`src/rtl/sampler_pkg.sv`:
```
package sampler_pkg;
  typedef enum logic [3:0] {
    ST_IDLE,
    ST_KICK,
    ST_HOLD,
    ST_PACE,
    ST_WAIT,
    ST_CAP,
    ST_READ,
    ST_LOAD,
    ST_FIN
  } seq_state_t;
endpackage

```
`src/rtl/sampler_sync.sv`:
```
module sampler_sync #(
  parameter int STAGES = 2
) (
  input  logic clk,
  input  logic rst_n,
  input  logic async_i,
  output logic sync_o
);
  logic [STAGES-1:0] chain_q;

  genvar g;
  generate
    for (g = 0; g < STAGES; g++) begin : g_stage
      if (g == 0) begin : g_first
        always_ff @(posedge clk or negedge rst_n) begin
          if (!rst_n) chain_q[0] <= 1'b0;
          else        chain_q[0] <= async_i;
        end
      end else begin : g_next
        always_ff @(posedge clk or negedge rst_n) begin
          if (!rst_n) chain_q[g] <= 1'b0;
          else        chain_q[g] <= chain_q[g-1];
        end
      end
    end
  endgenerate

  assign sync_o = chain_q[STAGES-1];
endmodule

```
`src/rtl/sampler_timer.sv`:
```
module sampler_timer #(
  parameter int W = 8
) (
  input  logic         clk,
  input  logic         rst_n,
  input  logic         load_i,
  input  logic [W-1:0] val_i,
  output logic         expire_o
);
  logic [W-1:0] cnt_q, cnt_d;
  logic         cnt_en;

  always_comb begin
    cnt_en = 1'b0;
    cnt_d  = cnt_q;
    if (load_i) begin
      cnt_en = 1'b1;
      cnt_d  = (val_i == '0) ? W'(1) : val_i;
    end else if (cnt_q != '0) begin
      cnt_en = 1'b1;
      cnt_d  = cnt_q - W'(1);
    end
  end

  always_ff @(posedge clk or negedge rst_n) begin
    if (!rst_n)      cnt_q <= '0;
    else if (cnt_en) cnt_q <= cnt_d;
  end

  assign expire_o = (cnt_q <= W'(1));
endmodule

```
`src/rtl/sampler_span.sv`:
```
module sampler_span #(
  parameter int AW = 16,
  parameter int LW = 16
) (
  input  logic          clk,
  input  logic          rst_n,
  input  logic          load_i,
  input  logic          step_i,
  input  logic [AW-1:0] base_i,
  input  logic [LW-1:0] len_i,
  output logic [AW-1:0] addr_o,
  output logic          empty_o
);
  logic [AW-1:0] addr_q;
  logic [LW-1:0] rem_q;
  logic          upd_en;
  logic [AW-1:0] addr_d;
  logic [LW-1:0] rem_d;

  always_comb begin
    upd_en = load_i | step_i;
    addr_d = addr_q;
    rem_d  = rem_q;
    if (load_i) begin
      addr_d = base_i;
      rem_d  = len_i;
    end else if (step_i) begin
      addr_d = addr_q + AW'(1);
      rem_d  = rem_q - LW'(1);
    end
  end

  always_ff @(posedge clk or negedge rst_n) begin
    if (!rst_n) begin
      addr_q <= '0;
      rem_q  <= '0;
    end else if (upd_en) begin
      addr_q <= addr_d;
      rem_q  <= rem_d;
    end
  end

  assign addr_o  = addr_q;
  assign empty_o = (rem_q == '0);
endmodule

```
`src/rtl/sampler_ctrl.sv`:
```
module sampler_ctrl
  import sampler_pkg::*;
#(
  parameter int ADDR_W      = 16,
  parameter int LEN_W       = 16,
  parameter int DATA_W      = 8,
  parameter int SPEED_W     = 8,
  parameter int SYNC_STAGES = 2
) (
  input  logic               clk,
  input  logic               rst_n,
  input  logic               start_i,
  input  logic               mode_play_i,
  input  logic [ADDR_W-1:0]  base_addr_i,
  input  logic [LEN_W-1:0]   length_i,
  input  logic [SPEED_W-1:0] speed_i,
  input  logic               adc_busy_i,
  input  logic [DATA_W-1:0]  adc_data_i,
  output logic               adc_conv_o,
  output logic               mem_en_o,
  output logic               mem_we_o,
  output logic [ADDR_W-1:0]  mem_addr_o,
  output logic [DATA_W-1:0]  mem_wdata_o,
  input  logic [DATA_W-1:0]  mem_rdata_i,
  output logic [DATA_W-1:0]  dac_o,
  output logic               busy_o,
  output logic               done_o
);
  // Settle time after a strobe, so the synchronized busy has caught up.
  localparam logic [SPEED_W-1:0] HOLD_CNT = SPEED_W'(SYNC_STAGES);

  seq_state_t         state_q, state_d;
  logic               mode_q;
  logic [SPEED_W-1:0] speed_q;
  logic [DATA_W-1:0]  dac_q;
  logic               cfg_en, dac_en;
  logic               tmr_load, tmr_exp;
  logic [SPEED_W-1:0] tmr_val;
  logic               span_load, span_step, span_empty;
  logic               busy_s;

  sampler_sync #(.STAGES(SYNC_STAGES)) u_sync (
    .clk     (clk),
    .rst_n   (rst_n),
    .async_i (adc_busy_i),
    .sync_o  (busy_s)
  );

  sampler_timer #(.W(SPEED_W)) u_timer (
    .clk      (clk),
    .rst_n    (rst_n),
    .load_i   (tmr_load),
    .val_i    (tmr_val),
    .expire_o (tmr_exp)
  );

  sampler_span #(.AW(ADDR_W), .LW(LEN_W)) u_span (
    .clk     (clk),
    .rst_n   (rst_n),
    .load_i  (span_load),
    .step_i  (span_step),
    .base_i  (base_addr_i),
    .len_i   (length_i),
    .addr_o  (mem_addr_o),
    .empty_o (span_empty)
  );

  always_comb begin
    state_d   = state_q;
    cfg_en    = 1'b0;
    dac_en    = 1'b0;
    tmr_load  = 1'b0;
    tmr_val   = speed_q;
    span_load = 1'b0;
    span_step = 1'b0;
    unique case (state_q)
      ST_IDLE: begin
        if (start_i) begin
          cfg_en    = 1'b1;
          span_load = 1'b1;
          if (length_i == '0)   state_d = ST_FIN;
          else if (mode_play_i) state_d = ST_READ;
          else                  state_d = ST_KICK;
        end
      end
      ST_KICK: begin
        tmr_load = 1'b1;
        tmr_val  = HOLD_CNT;
        state_d  = ST_HOLD;
      end
      ST_HOLD: begin
        if (tmr_exp) begin
          tmr_load = 1'b1;
          state_d  = ST_PACE;
        end
      end
      ST_PACE: begin
        if (tmr_exp) begin
          if (span_empty)  state_d = ST_FIN;
          else if (mode_q) state_d = ST_READ;
          else             state_d = ST_WAIT;
        end
      end
      ST_WAIT: begin
        if (!busy_s) state_d = ST_CAP;
      end
      ST_CAP: begin
        span_step = 1'b1;
        tmr_load  = 1'b1;
        tmr_val   = HOLD_CNT;
        state_d   = ST_HOLD;
      end
      ST_READ: state_d = ST_LOAD;
      ST_LOAD: begin
        span_step = 1'b1;
        dac_en    = 1'b1;
        tmr_load  = 1'b1;
        state_d   = ST_PACE;
      end
      ST_FIN:  state_d = ST_IDLE;
      default: state_d = ST_IDLE;
    endcase
  end

  always_ff @(posedge clk or negedge rst_n) begin
    if (!rst_n) state_q <= ST_IDLE;
    else        state_q <= state_d;
  end

  always_ff @(posedge clk or negedge rst_n) begin
    if (!rst_n) begin
      mode_q  <= 1'b0;
      speed_q <= '0;
    end else if (cfg_en) begin
      mode_q  <= mode_play_i;
      speed_q <= speed_i;
    end
  end

  always_ff @(posedge clk or negedge rst_n) begin
    if (!rst_n)      dac_q <= '0;
    else if (dac_en) dac_q <= mem_rdata_i;
  end

  assign adc_conv_o  = (state_q == ST_KICK) || (state_q == ST_CAP);
  assign mem_en_o    = (state_q == ST_CAP) || (state_q == ST_READ);
  assign mem_we_o    = (state_q == ST_CAP);
  assign mem_wdata_o = adc_data_i;
  assign dac_o       = dac_q;
  assign busy_o      = (state_q != ST_IDLE);
  assign done_o      = (state_q == ST_FIN);
endmodule

```
`config.mk`:
```
export PLATFORM = sky130hd
export DESIGN_NAME = sampler_ctrl
export DESIGN_NICKNAME = d
export VERILOG_FILES = /design/src/rtl/sampler_pkg.sv /design/src/rtl/sampler_sync.sv /design/src/rtl/sampler_timer.sv /design/src/rtl/sampler_span.sv /design/src/rtl/sampler_ctrl.sv
export SDC_FILE = /design/constraint.sdc
export NUM_CORES = 1
export LEC_CHECK = 0
export CORE_UTILIZATION = 45
export CTS_BUF_LIST = sky130_fd_sc_hd__clkbuf_16
export CTS_CLUSTER_SIZE = 16
export DETAILED_ROUTE_END_ITERATION = 10
export PLACE_DENSITY = 0.77
export SLEW_MARGIN = 20
export SYNTH_ARGS = -nofsm -noshare
export SYNTH_HDL_FRONTEND = slang
export SYNTH_SLANG_ARGS = --single-unit
```
`constraint.sdc`:
```
create_clock -name clk -period 5.9 [get_ports clk]
set_clock_uncertainty 0.1 [all_clocks]
set_input_delay 0.885 -clock clk [delete_from_list [all_inputs] [get_ports clk]]
set_output_delay 0.885 -clock clk [all_outputs]
set_load 0.03 [all_outputs]
```
# --- Yosys cells after proc, flatten, opt, wreduce, memory -nomap -nowiden ---
# Index checks and enable logic that the tools add are counted.
totals:
  in_bits: 61
  elab_cells: 67
  output_inout_bits: 37
  regBits: 63
op_classes:
  mux: 25
  reduce_logical: 16
  bitwise: 1
  n_eq_ne: 12
  magnitude_cmp: 1
  n_addsub: 3
op_table:
  columns: ["cell", "count"]
  rows:
  - ["$mux 16", 4]
  - ["$logic_not 16->1", 2]
  - ["$mux 8", 4]
  - ["$pmux 4 s7", 1]
  - ["$mux 4", 6]
  - ["$add 16x1->16 const B", 1]
  - ["$eq 4x3->1 const B", 4]
  - ["$sub 16x1->16 const B", 1]
  - ["$eq 4x2->1 const B", 2]
  - ["$le 8x1->1 const B", 1]
  - ["$logic_not 8->1", 1]
  - ["$ne 2x2->1 const B", 4]
  - ["$reduce_bool 8->1", 1]
  - ["$sub 8x1->8 const B", 1]
  - ["$mux 1", 7]
  - ["$eq 4x1->1 const B", 1]
  - ["$eq 4x4->1 const B", 1]
  - ["$logic_not 4->1", 1]
  - ["$reduce_and 2->1", 2]
  - ["$reduce_and 4->1", 1]
  - ["$reduce_bool 2->1", 2]
  - ["$reduce_bool 4->1", 1]
  - ["$reduce_or 2->1", 2]
  - ["$mux 3", 1]
  - ["other kinds (5)", 6]

# --- Logic depth before layout (Yosys ltp) ---
# Gate-level depths: netlist of the first run.
logic_depth:
  ltp_word: 6
  ltp_mapped: 7
  depth_no_buf: 6

# --- Hierarchy ---
# From an unflattened synthesis of the first run, not the netlist that was laid out.
unflattened:
  hier_cells: 365
  hier_area_um2: 3554.7
by_module_without_submodules:
  columns: ["module", "cells_per_inst", "n_inst", "seq_area_each_um2", "area_each_um2"]
  rows:
  - ["sampler_span", 196, 1, 800.8, 1796.7]
  - ["sampler_ctrl", 105, 1, 525.5, 1154.9]
  - ["sampler_timer", 62, 1, 200.2, 553.0]
  - ["sampler_sync", 2, 1, 50.0, 50.0]

# --- Least setup slack after synthesis of the first run ---
# Ideal clock, no wire load.
synth_timing:
  path_type: "register to output"
  start: "reg state_q[2]"
  end: "out mem_we_o"
  t_arrival_ns: 1.749
  stages_incl_launch_ff: 3
  path_buffers: 1
  setup_slack_ns: 3.166
  t_required_ns: 4.915
  path_cell_list: "dfrtp_1 clkbuf_1 nor4b_1"
synth_between:
  elab_chain_len: 1
synth_rtl:
  columns: ["element", "line_no", "source"]
  rows:
  - ["from (decl)", "sampler_ctrl.sv:32", "seq_state_t state_q, state_d;"]
  - ["from (signal assigned)", "sampler_ctrl.sv:127", "else state_q <= state_d;"]
  - ["$eq 4x3->1", "sampler_ctrl.sv:147", "assign mem_we_o = (state_q == ST_CAP);"]
  - ["to (decl)", "sampler_ctrl.sv:21", "output logic mem_we_o,"]
# Every way passes these cells.

# --- Final worst setup path of the first run ---
layout_timing:
  start: "reg state_q[0]"
  end: "out mem_we_o"
# The elaborated chain is that of the path after synthesis.

==> results.md, run 1 <==
- Status: complete, no violations
- Fin. Hold Viols: 0
- Critical Path, Cell by Cell: inv_1 -> nor4b_1 -> clkdlybuf4s50_1
- Syn nets: 437
- Minimum clock period: 3.23 ns
- CP bufs+invs: 2
- Hold path start: u_sync.chain_q[0]$_DFF_PN0_
- CTS tree: yes
- Row Count: 31
- CTS Buf Count: 9
- First DRT Iteration DRCs: 194
- CORE AREA: 7410 sq um
- Leakage: 1.84 nW
- Met1 wire length: 3.97 mm
- Highest clock rate: 310 MHz
- Post-synthesis sequential area ratio: 44.9%
- Die footprint: 8150 sq um
- Post-synth EDFFs: 0
- Dpl ws: 3.06 ns
- Worst hold-check path type: flop to flop
- Pre-antenna DRT Iters: 4
- CP Launch Type: flop
- Worst Setup Slack, final: 2.67 ns
- DR WL met3: 450 um
- Max clock buf depth: 2
- Top-Level Pins: 98
- RD Place Congestion: 0.845
- Antenna violations before repair: 0
- Initial Utilization: 47.4%
- Area delta synth->final: 32.0%
- RSZ-0062 raised after global routing: false
- Syn_area_per_cell: 9.46 sq um
- Via count: 3154
- I/O Buffers: 81
- Cells after synthesis: 371
- Max rail drop VDD: 290 uV
- CP top delay family: buffers and inverters
- Antenna Cells: 0
- Crit end category: primary output
- First-pass GRT wire length: 15.0 mm
- Critical path's slowest cell: clkdlybuf4s50_1
- Routed len/inst: 16.1 um
- Maxcap violations: 0
- Fin crit share: 54.7%
- Pins over their slew limit: 0
- Unique cell type count in the Yosys netlist: 54
- Post-CTS Setup Repair Bufs: 0
- Clock sinks: 63
- Setup TNS: 0 ns
- Crit-path max FO: 13
- Aggregate global-route resource usage: 22.7%
- H-tree depth: 3
- WP data required: 4.91 ns
- PwrDens: 533 nW/um^2
- NumNets Final: 507
- Critical path class: flop to primary output
- Final hold slack: 0.250 ns
- Critical Path AT: 2.24 ns
- Share of layout cells above drive strength 1: 8.74%
- Die W: 90.3 um
- Post-Route WL: 8.76 mm
- Clock transition at path regs: 0.06 ns
- Root Buffer: clkbuf_16
- #FFs+latches synth: 63
- Vias per inst: 5.79
- CP max stage delay: 0.74 ns
- Post-route ant nets: 0
- Max layer used: met4
- Hold-fix buffers, CTS: 0
- Leading register cell type out of synthesis: dfrtp_1
- WL met2: 4.20 mm
- Post-CTS sizing: 0
- Detail Placement HPWL: 6.16 mm
- Synth warn: 0
- Crit path launch: state_q[0]$_DFFE_PN0P_
- Vias in the first global route: 3080
- Endpoints failing setup: 0
- Mapped cell area: 3510 sq um
- Async S/R FF share, synth: 100%
- DR DRC count: 0
- GRT overflow: 0
- Relative slew slack: 33.3%
- Worst slew pin tran: 1.00 ns
- Chip Height: 90.3 um
- FF-to-FF Start: state_q[2]$_DFFE_PN0P_
- Largest net degree at the start of global routing: 64
- Core Util, Final: 62.5%
- Worst-skew pair later-pin latency: 0.33 ns
==> worst register-to-register path: stages (launching register included) <==
cell     delay (ns)
dfrtp_1        0.65
and3b_1        0.83
a21oi_1        0.43
a21o_1         0.26
a221o_1        0.28
==> sequential cells by signal, indices dropped and copies added (netlist names) <==
signal and count:
u_sync.chain_q 1, u_span.rem_q 16, u_timer.cnt_q 8, state_q 4, speed_q 8, dac_o 8
u_sync.sync_o 1, u_span.addr_o 16, mode_q 1
==> path summary, 6_finish.rpt <==
check	to	slack (ns)	cells after the start
max	mem_we_o	2.67	3
min	u_sync.sync_o$_DFF_PN0_	0.25	0
max reg2reg	u_span.addr_o[12]$_DFFE_PN0P_	3.24	4
min reg2reg	u_sync.sync_o$_DFF_PN0_	0.25	0
max in group asynchronous	u_span.addr_o[11]$_DFFE_PN0P_	4.54	2
min in group asynchronous	u_span.addr_o[6]$_DFFE_PN0P_	0.63	2
==> cells in the final DEF, fill, tap and decap left out, types with 2 or more instances in the layout <==
cell / count
clkinvlp_4: 2
or2_2: 3
or3_1: 2
a21oi_1: 4
nand3_1: 13
nor4_4: 2
nor2_1: 14
inv_1: 12
ha_1: 5
nor2b_1: 2
a32oi_1: 2
nand4_2: 2
o21ai_1: 2
nor3_1: 6
mux2_2: 9
nand2b_1: 3
clkdlybuf4s50_1: 80
clkinv_2: 2
o311ai_0: 8
and3_1: 5
clkbuf_16: 9
a22oi_1: 4
xor2_1: 8
a221o_1: 5
nand4b_1: 2
nand4_1: 11
nor3b_1: 3
nor4b_1: 2
nor4_1: 12
o21ai_0: 12
mux2i_1: 10
buf_4: 2
o211ai_1: 17
bufinv_16: 2
nand2_1: 78
xnor2_1: 3
dfrtp_1: 63
a21o_1: 2
or4_1: 4
==> per-layer routing <==
layer	vias to the layer above	GRT usage [%]
met4	0	7.93
li1	1509	-
met2	108	34.7
met3	19	4.88
met5	-	0
met1	1518	31.8
==> power breakdown <==
part           total [mW]  switching [mW]  internal, mW
Combinational        1.01           0.542         0.471
Clock               0.560           0.194         0.366
Sequential          0.895           0.258         0.637
==> through the flow <==
stage | power [mW] | std cells | cell area, sq um
2_1_floorplan | 1.54 | 371 | 3510
3_3_place_gp | 1.87 | 529 | 4320
3_5_place_dp | 1.90 | 529 | 4320
4_1_cts | 2.48 | 545 | 4630
5_1_grt | 2.63 | 545 | 4630
6_report | 2.47 | 545 | 4630
==> logic make-up after synthesis <==
logic type / count (synthesis) / share of synthesized area [%]
AND/OR/NAND/NOR: 170 / 25.2
AO/OA/AOI/OAI: 67 / 14.2
flip-flops: 63 / 44.9
buffers and inverters: 35 / 5.03
multiplexers: 19 / 5.74
XOR/XNOR: 11 / 2.75
adder cells (fa/ha/maj): 6 / 2.07
==> Yosys cell counts, types with 2 or more instances <==
library cell | number | area [sq um]
a221o_1 | 5 | 50.1
ha_1 | 5 | 62.6
nand4_1 | 11 | 68.8
nor4_4 | 2 | 42.5
dfrtp_1 | 63 | 1580
nand4_2 | 2 | 25.0
or2_2 | 3 | 18.8
mux2_2 | 9 | 101
o211ai_1 | 17 | 128
a32oi_1 | 2 | 17.5
nand2b_1 | 3 | 18.8
or3_1 | 2 | 12.5
nor4_1 | 12 | 75.1
nand4b_1 | 2 | 17.5
nor4b_1 | 2 | 17.5
buf_2 | 9 | 45.0
and3_1 | 5 | 31.3
a21o_1 | 2 | 15.0
xor2_1 | 8 | 70.1
clkbuf_1 | 6 | 22.5
nand2_1 | 78 | 293
xnor2_1 | 3 | 26.3
nor2_1 | 14 | 52.6
o21ai_1 | 2 | 10.0
mux2i_1 | 10 | 100
nor3_1 | 6 | 30.0
nor3b_1 | 3 | 22.5
inv_1 | 11 | 41.3
or4_1 | 4 | 30.0
a21oi_1 | 4 | 20.0
nor2b_1 | 2 | 12.5
buf_4 | 9 | 67.6
o21ai_0 | 12 | 60.1
a22oi_1 | 4 | 30.0
o311ai_0 | 8 | 70.1
nand3_1 | 13 | 65.1
==> layout make-up <==
class	count	area, sq um
Inverter	11	41.3
Clock inverter	7	88.8
Multi-Input combinational cell	273	1760
Tap cell	99	124
Fill cell	618	2780
Clock buffer	9	225
Timing Repair Buffer	83	821
Sequential cell	63	1580
Note: power is estimated with default switching activity, not from simulation.
==> inputs of run 2 (changes only) <==
Settings changed: CORE_UTILIZATION 45 to 44, PLACE_DENSITY 0.77 to 0.78.
Clock period 5.9 ns to 2.6 ns, I/O delays scaled along.
==> run 2 against run 1 <==
Against the previous run:
- core utilization shrank 1.7 points
- total power grew 130%
- non-clock buffer count grew 7
- routed wire length shrank 1.7%
- worst setup slack lost 2.6 ns
- clock-buffer cell count is the same
- critical path depth grew 1
- cell count grew 1.8%
- global-route usage shrank 1.3 points
- largest power group unchanged
==> results.md, run 2 (synthesis results as in run 1) <==
- CORE AREA: 7730 sq um (+4.3%)
- NumNets Final: 514 (+1.4%)
- Largest net degree at the start of global routing: 64 (unchanged)
- Register-to-register setup slack: 0.28 ns (-2.96 ns)
- Fin. Hold Viols: 0 (unchanged)
- Die W: 91.3 um (+1.1%)
- Crit end category: primary output
- Net Sw Power: 2.28 mW (+130%)
- Highest clock rate: 403 MHz
- Post-route ant nets: 0 (unchanged)
- H-tree depth: 3 (unchanged)
- Detail Placement HPWL: 6.20 mm (+0.72%)
- WP data required: 2.11 ns (-2.80 ns)
- I/O Buffers: 81 (unchanged)
- Share of layout cells above drive strength 1: 10.6% (+1.9 points)
- DR DRC count: 0 (unchanged)
- First-pass GRT wire length: 14.2 mm (-4.9%)
- Row Count: 32 (+3.2%)
- Pre-antenna DRT Iters: 5 (+1)
- CP max stage delay: 0.73 ns (about the same)
- Clock sinks: 63 (unchanged)
- Relative slew slack: 35.4% (+2.0 points)
- Worst hold-check path type: input port to async pin
- Cell internal pwr: 3.31 mW (+120%)
- Leakage: 1.90 nW (+3.5%)
- Initial Utilization: 45.4% (-2.0 points)
- Endpoints failing setup: 0 (unchanged)
- Vias in the first global route: 3018 (-2.0%)
- Chip Height: 91.3 um (+1.1%)
- WP depth: 4 (+1)
- Status: complete, no violations
- Minimum clock period: 2.48 ns
- CP bufs+invs: 3 (+1)
- Antenna violations before repair: 0 (unchanged)
- Max rail drop VDD: 716 uV (+150%)
- Worst slew pin tran: 0.969 ns (-0.0307 ns)
- Pins over their slew limit: 0 (unchanged)
- Dpl ws: 0.322 ns (-2.73 ns)
- Final hold slack: 0.127 ns (-0.122 ns)
- Hold-fix buffers, CTS: 0 (unchanged)
- RD Place Congestion: 0.804 (-4.8%)
- Top-Level Pins: 98 (unchanged)
- Clock power share: 21.8% (-0.9 points)
- RSZ-0062 raised after global routing: false
- Max clock buf depth: 2 (unchanged)
- Layout Cells excl Fill: 555 (+1.8%)
- Aggregate global-route resource usage: 21.4% (-1.3 points)
- Crit-path max FO: 10 (-3)
- Worst-skew pair later-pin latency: 0.33 ns (about the same)
- CP top delay family: buffers and inverters
- Commonest non-fill, non-tap cell in the layout: nand2_1
- Share of total power in combinational logic: 42.2% (+1.1 points)
- Most frequent cells in the layout: nand2_1 (78), clkdlybuf4s50_1 (77), dfrtp_1 (62)
- Area delta synth->final: 34.0%
- Routed len/inst: 15.5 um (-3.4%)
- CP Launch Type: flop
- R2R Path End: u_span.rem_q[4]$_DFFE_PN0P_
- CTS Buf Count: 9 (unchanged)
- Post-Route WL: 8.62 mm (-1.7%)
- Critical Path, Cell by Cell: buf_4 -> inv_1 -> nor4_1 -> clkdlybuf4s50_1
- Setup TNS: 0 ns (unchanged)
- Fin area: 4700 sq um (+1.5%)
- Cell total after placement: 539 (+1.9%)
- Clock transition at path regs: 0.06 ns (about the same)
- Post-layout total power: 5.59 mW (+130%)
- Core Util, Final: 60.8% (-1.7 points)
- Root Buffer: clkbuf_16
- Die footprint: 8330 sq um (+2.2%)
- Critical Path AT: 1.99 ns (-0.25 ns)
- Worst R2R Path Depth: 5 (+1)
- Sw frac: 40.8% (+0.51 points)
- First DRT Iteration DRCs: 152 (-22%)
- GRT overflow: 0 (unchanged)
- Sequential power share: 36.0% (-0.3 points)
- Vias per inst: 5.79 (about the same)
- Fin crit share: 95.5%
- CTS tree: yes
- Critical path's slowest cell: clkdlybuf4s50_1
- FF-to-FF Start: state_q[0]$_DFFE_PN0P_
- Critical path class: flop to primary output
- Placement Cell Area: 4390 sq um (+1.6%)
- Antenna Cells: 0 (unchanged)
- PwrDens: 1190 nW/um^2 (+120%)
- Maxcap violations: 0 (unchanged)
- Worst Setup Slack, final: 0.118 ns (-2.56 ns)
- Via count: 3212 (+1.8%)
==> run 2: changes by cell type in the layout (fill, tap and decap cells not counted) <==
cell             delta
buf_4               +6
clkdlybuf4s50_1     -3
dlymetal6s2s_1      +3
inv_6               +3
clkinv_2            -2
buf_12              +1
bufinv_16           -1
clkinv_4            +1
dfrtp_1             -1
dfrtp_2             +1
inv_1               -1
==> run 2: routing by layer <==
layer  global-route usage, %  part of all wire [%]
met2                    34.3                    48
met3                    4.52                   6.0
met1                    28.9                    46
met4                    6.75                  0.88
met5                       0                     0
==> run 2: worst max path at each step <==
stage                                      start                            to  slack, ns
after floorplan           state_q[2]$_DFFE_PN0P_                      mem_we_o       0.36
after global placement    state_q[0]$_DFFE_PN0P_                        busy_o       0.38
after detailed placement  state_q[0]$_DFFE_PN0P_  u_span.addr_o[8]$_DFFE_PN0P_       0.32
after CTS                 state_q[0]$_DFFE_PN0P_                        busy_o       0.02
after global routing      state_q[0]$_DFFE_PN0P_  u_span.addr_o[8]$_DFFE_PN0P_       0.01
final                     state_q[3]$_DFFE_PN0P_                        done_o       0.12
==> run 2: power groups by stage <==
stage               clock (mW)  combinational, mW  sequential [mW]
finish                    1.22               2.36             2.01
global placement             0               2.30             1.98
CTS                       1.23               2.38             2.00
global route              1.27               2.56             2.09
floorplan                    0               1.27             2.23
detailed placement           0               2.36             2.00
==> run 2: layout make-up <==
class / instances / area (sq um)
Fill cell: 652 / 3030
Inverter: 11 / 41.3
Timing Repair Buffer: 90 / 893
Clock buffer: 9 / 225
Clock inverter: 7 / 80.1
Tap cell: 102 / 128
Multi-Input combinational cell: 273 / 1760
Sequential cell: 63 / 1580
==> run 2: timing repair <==
action,4_1_cts,5_1_grt
buffers inserted,0,0
gates resized for setup,0,4
endpoints found under the hold margin,0,0
setup endpoints to repair,0,3
==> inputs of run 3 (changes only) <==
--- a/config.mk
+++ b/config.mk
@@ -6,4 +6,5 @@
 export NUM_CORES = 1
 export LEC_CHECK = 0
+export ABC_CLOCK_PERIOD_IN_PS = 2600
 export CORE_UTILIZATION = 44
 export CTS_BUF_LIST = sky130_fd_sc_hd__clkbuf_16
@@ -11,5 +12,4 @@
 export DETAILED_ROUTE_END_ITERATION = 10
 export PLACE_DENSITY = 0.78
-export SLEW_MARGIN = 20
 export SYNTH_ARGS = -nofsm -noshare
 export SYNTH_HDL_FRONTEND = slang
==> constraint.sdc (replaced) <==
create_clock -name clk -period 2.6 [get_ports clk]
set_clock_uncertainty 0.1 [all_clocks]
set_input_delay 0.26 -clock clk [delete_from_list [all_inputs] [get_ports clk]]
set_output_delay 0.26 -clock clk [all_outputs]
set_load 0.03 [all_outputs]
==> run 3 against run 2 <==
Against the previous run:
- sequential cell count did not move
- final area did not move
- cell count did not move
- die area did not move
- combinational power barely moved
- first-iteration DRC count rose by 70%
- global-route usage rose by 1.7 points
- clock power rose by 5%
- total power rose by 1.4%
- largest cell class unchanged
- largest power group unchanged
==> results.md, run 3 (synthesis results as in run 1) <==
- PwrDens: 1210 nW/um^2 (+1.4%)
- Clock transition at path regs: 0.05 ns (about the same)
- Leakage: 1.86 nW (-1.9%)
- CP max stage delay: 0.67 ns (-0.06 ns)
- Fin crit share: 94.8% (-0.65 points)
- CTS tree: yes
- Post-CTS Setup Repair Bufs: 0 (unchanged)
- Placement Cell Area: 4370 sq um (-0.46%)
- Fin area: 4700 sq um (unchanged)
- Die W: 91.3 um (unchanged)
- RSZ-0062 raised after global routing: false
- Crit end category: primary output
- Chip Height: 91.3 um (unchanged)
- Crit-path max FO: 11 (+1)
- Critical Path AT: 2.11 ns (+0.12 ns)
- Status: complete, no violations
- Relative slew slack: 38.1% (+2.7 points)
- Critical Path, Cell by Cell: nand2b_1 -> or2_2 -> inv_1 -> clkdlybuf4s50_1
- Highest clock rate: 406 MHz (+0.69%)
- Commonest non-fill, non-tap cell in the layout: clkdlybuf4s50_1
- I/O Buffers: 81 (unchanged)
- Worst slew pin tran: 0.929 ns (-0.0403 ns)
- Post-layout total power: 5.67 mW (+1.4%)
- Top-Level Pins: 98 (unchanged)
- Pins over their slew limit: 0 (unchanged)
- GRT overflow: 0 (unchanged)
- Core Util, Final: 60.8% (unchanged)
- Worst hold-check path type: flop to flop
- Clock sinks: 63 (unchanged)
- Layout Cells excl Fill: 555 (unchanged)
- Max rail drop VDD: 513 uV (-28%)
- CORE AREA: 7730 sq um (unchanged)
- Aggregate global-route resource usage: 23.1% (+1.7 points)
- Antenna violations before repair: 0 (unchanged)
- Vias per inst: 5.80 (+0.16%)
- Minimum clock period: 2.47 ns (-0.0170 ns)
- Antenna Cells: 0 (unchanged)
- Critical path's slowest cell: clkdlybuf4s50_1
- RD Place Congestion: 0.874 (+8.7%)
- Row Count: 32 (unchanged)
- Maxcap violations: 0 (unchanged)
- CP top delay family: buffers and inverters
- Setup TNS: 0 ns (unchanged)
- Fin. Hold Viols: 0 (unchanged)
- Via count: 3217 (+0.16%)
- Max clock buf depth: 2 (unchanged)
- DR DRC count: 0 (unchanged)
- NumNets Final: 514 (unchanged)
- Routed len/inst: 16.4 um (+5.5%)
- Critical path class: flop to primary output
- Largest net degree at the start of global routing: 49 (-23%)
- First DRT Iteration DRCs: 258 (+70%)
- CP bufs+invs: 2 (-1)
- H-tree depth: 3 (unchanged)
- Vias in the first global route: 3198 (+6.0%)
- Pre-antenna DRT Iters: 5 (unchanged)
- Endpoints failing setup: 0 (unchanged)
- First-pass GRT wire length: 15.2 mm (+7.2%)
- Detail Placement HPWL: 6.40 mm (+3.2%)
- Worst-skew pair later-pin latency: 0.33 ns (about the same)
- WP data required: 2.24 ns (+0.13 ns)
- Area delta synth->final: 34.0% (unchanged)
- Most frequent cells in the layout: clkdlybuf4s50_1 (80), nand2_1 (78), dfrtp_1 (61)
- Cell total after placement: 538 (-0.19%)
- Root Buffer: clkbuf_16
- Share of layout cells above drive strength 1: 10.4% (-0.22 points)
- Die footprint: 8330 sq um (unchanged)
- CP Launch Type: flop
- Post-Route WL: 9.09 mm (+5.5%)
- CTS Buf Count: 9 (unchanged)
- Post-route ant nets: 0 (unchanged)
- Initial Utilization: 45.4% (unchanged)
==> run 3: cell count changes in the layout (fill, tap and decap cells not counted) <==
cell	delta
bufinv_16	+1
dfrtp_2	+1
buf_12	-1
dlygate4sd3_1	+1
inv_6	-2
dlymetal6s2s_1	-3
dfrtp_1	-1
clkinv_1	+1
clkdlybuf4s50_1	+3
==> run 3: power breakdown <==
part	internal, mW	switching (mW)	leakage [nW]
Combinational	1.10	1.25	0.947
Sequential	1.45	0.586	0.767
Clock	0.839	0.441	0.150
==> run 3: area by class of cell <==
| type | count | area (sq um) |
|---|---|---|
| clock buffers | 9 | 225 |
| flip-flops and latches | 63 | 1580 |
| repair buffers | 90 | 876 |
| well taps | 102 | 128 |
| inverters | 11 | 41.3 |
| fillers | 622 | 3030 |
| multi-input cells | 273 | 1760 |
| clock inverters | 7 | 96.3 |
==> run 3: path summary, 6_finish.rpt <==
kind / endpoint / startpoint / slack [ns] / cells past startpoint
max in group asynchronous: state_q[3]$_DFFE_PN0P_ / rst_n / 1.32 / 3
min reg2reg: u_sync.sync_o$_DFF_PN0_ / u_sync.chain_q[0]$_DFF_PN0_ / 0.25 / 0
max reg2reg: u_span.rem_q[5]$_DFFE_PN0P_ / state_q[2]$_DFFE_PN0P_ / 0.32 / 4
min in group asynchronous: u_span.addr_o[1]$_DFFE_PN0P_ / rst_n / 0.33 / 2
max: adc_conv_o / state_q[3]$_DFFE_PN0P_ / 0.13 / 4
min: u_sync.sync_o$_DFF_PN0_ / u_sync.chain_q[0]$_DFF_PN0_ / 0.25 / 0
==> run 3: stage by stage <==
step                hold WS, ns  setup slack (ns)
floorplan                -0.136             0.458
global placement          0.158             0.426
detailed placement        0.161             0.381
CTS                       0.254            0.0637
global route              0.257            0.0355
finish                    0.252             0.135
==> run 3: layer usage <==
metal	track usage, %	vias up	wire length [um]
met4	6.48	0	106
met2	37.6	134	4400
met5	0	-	0
met3	5.11	14	633
met1	31.0	1547	3950
li1	-	1522	-
==> run 3: timing repair <==
item                                    4_1_cts  5_1_grt
endpoints found under the setup margin        0        3
hold endpoints to repair                     20        0
hold buffers                                  1        0
resized for setup                             0        2
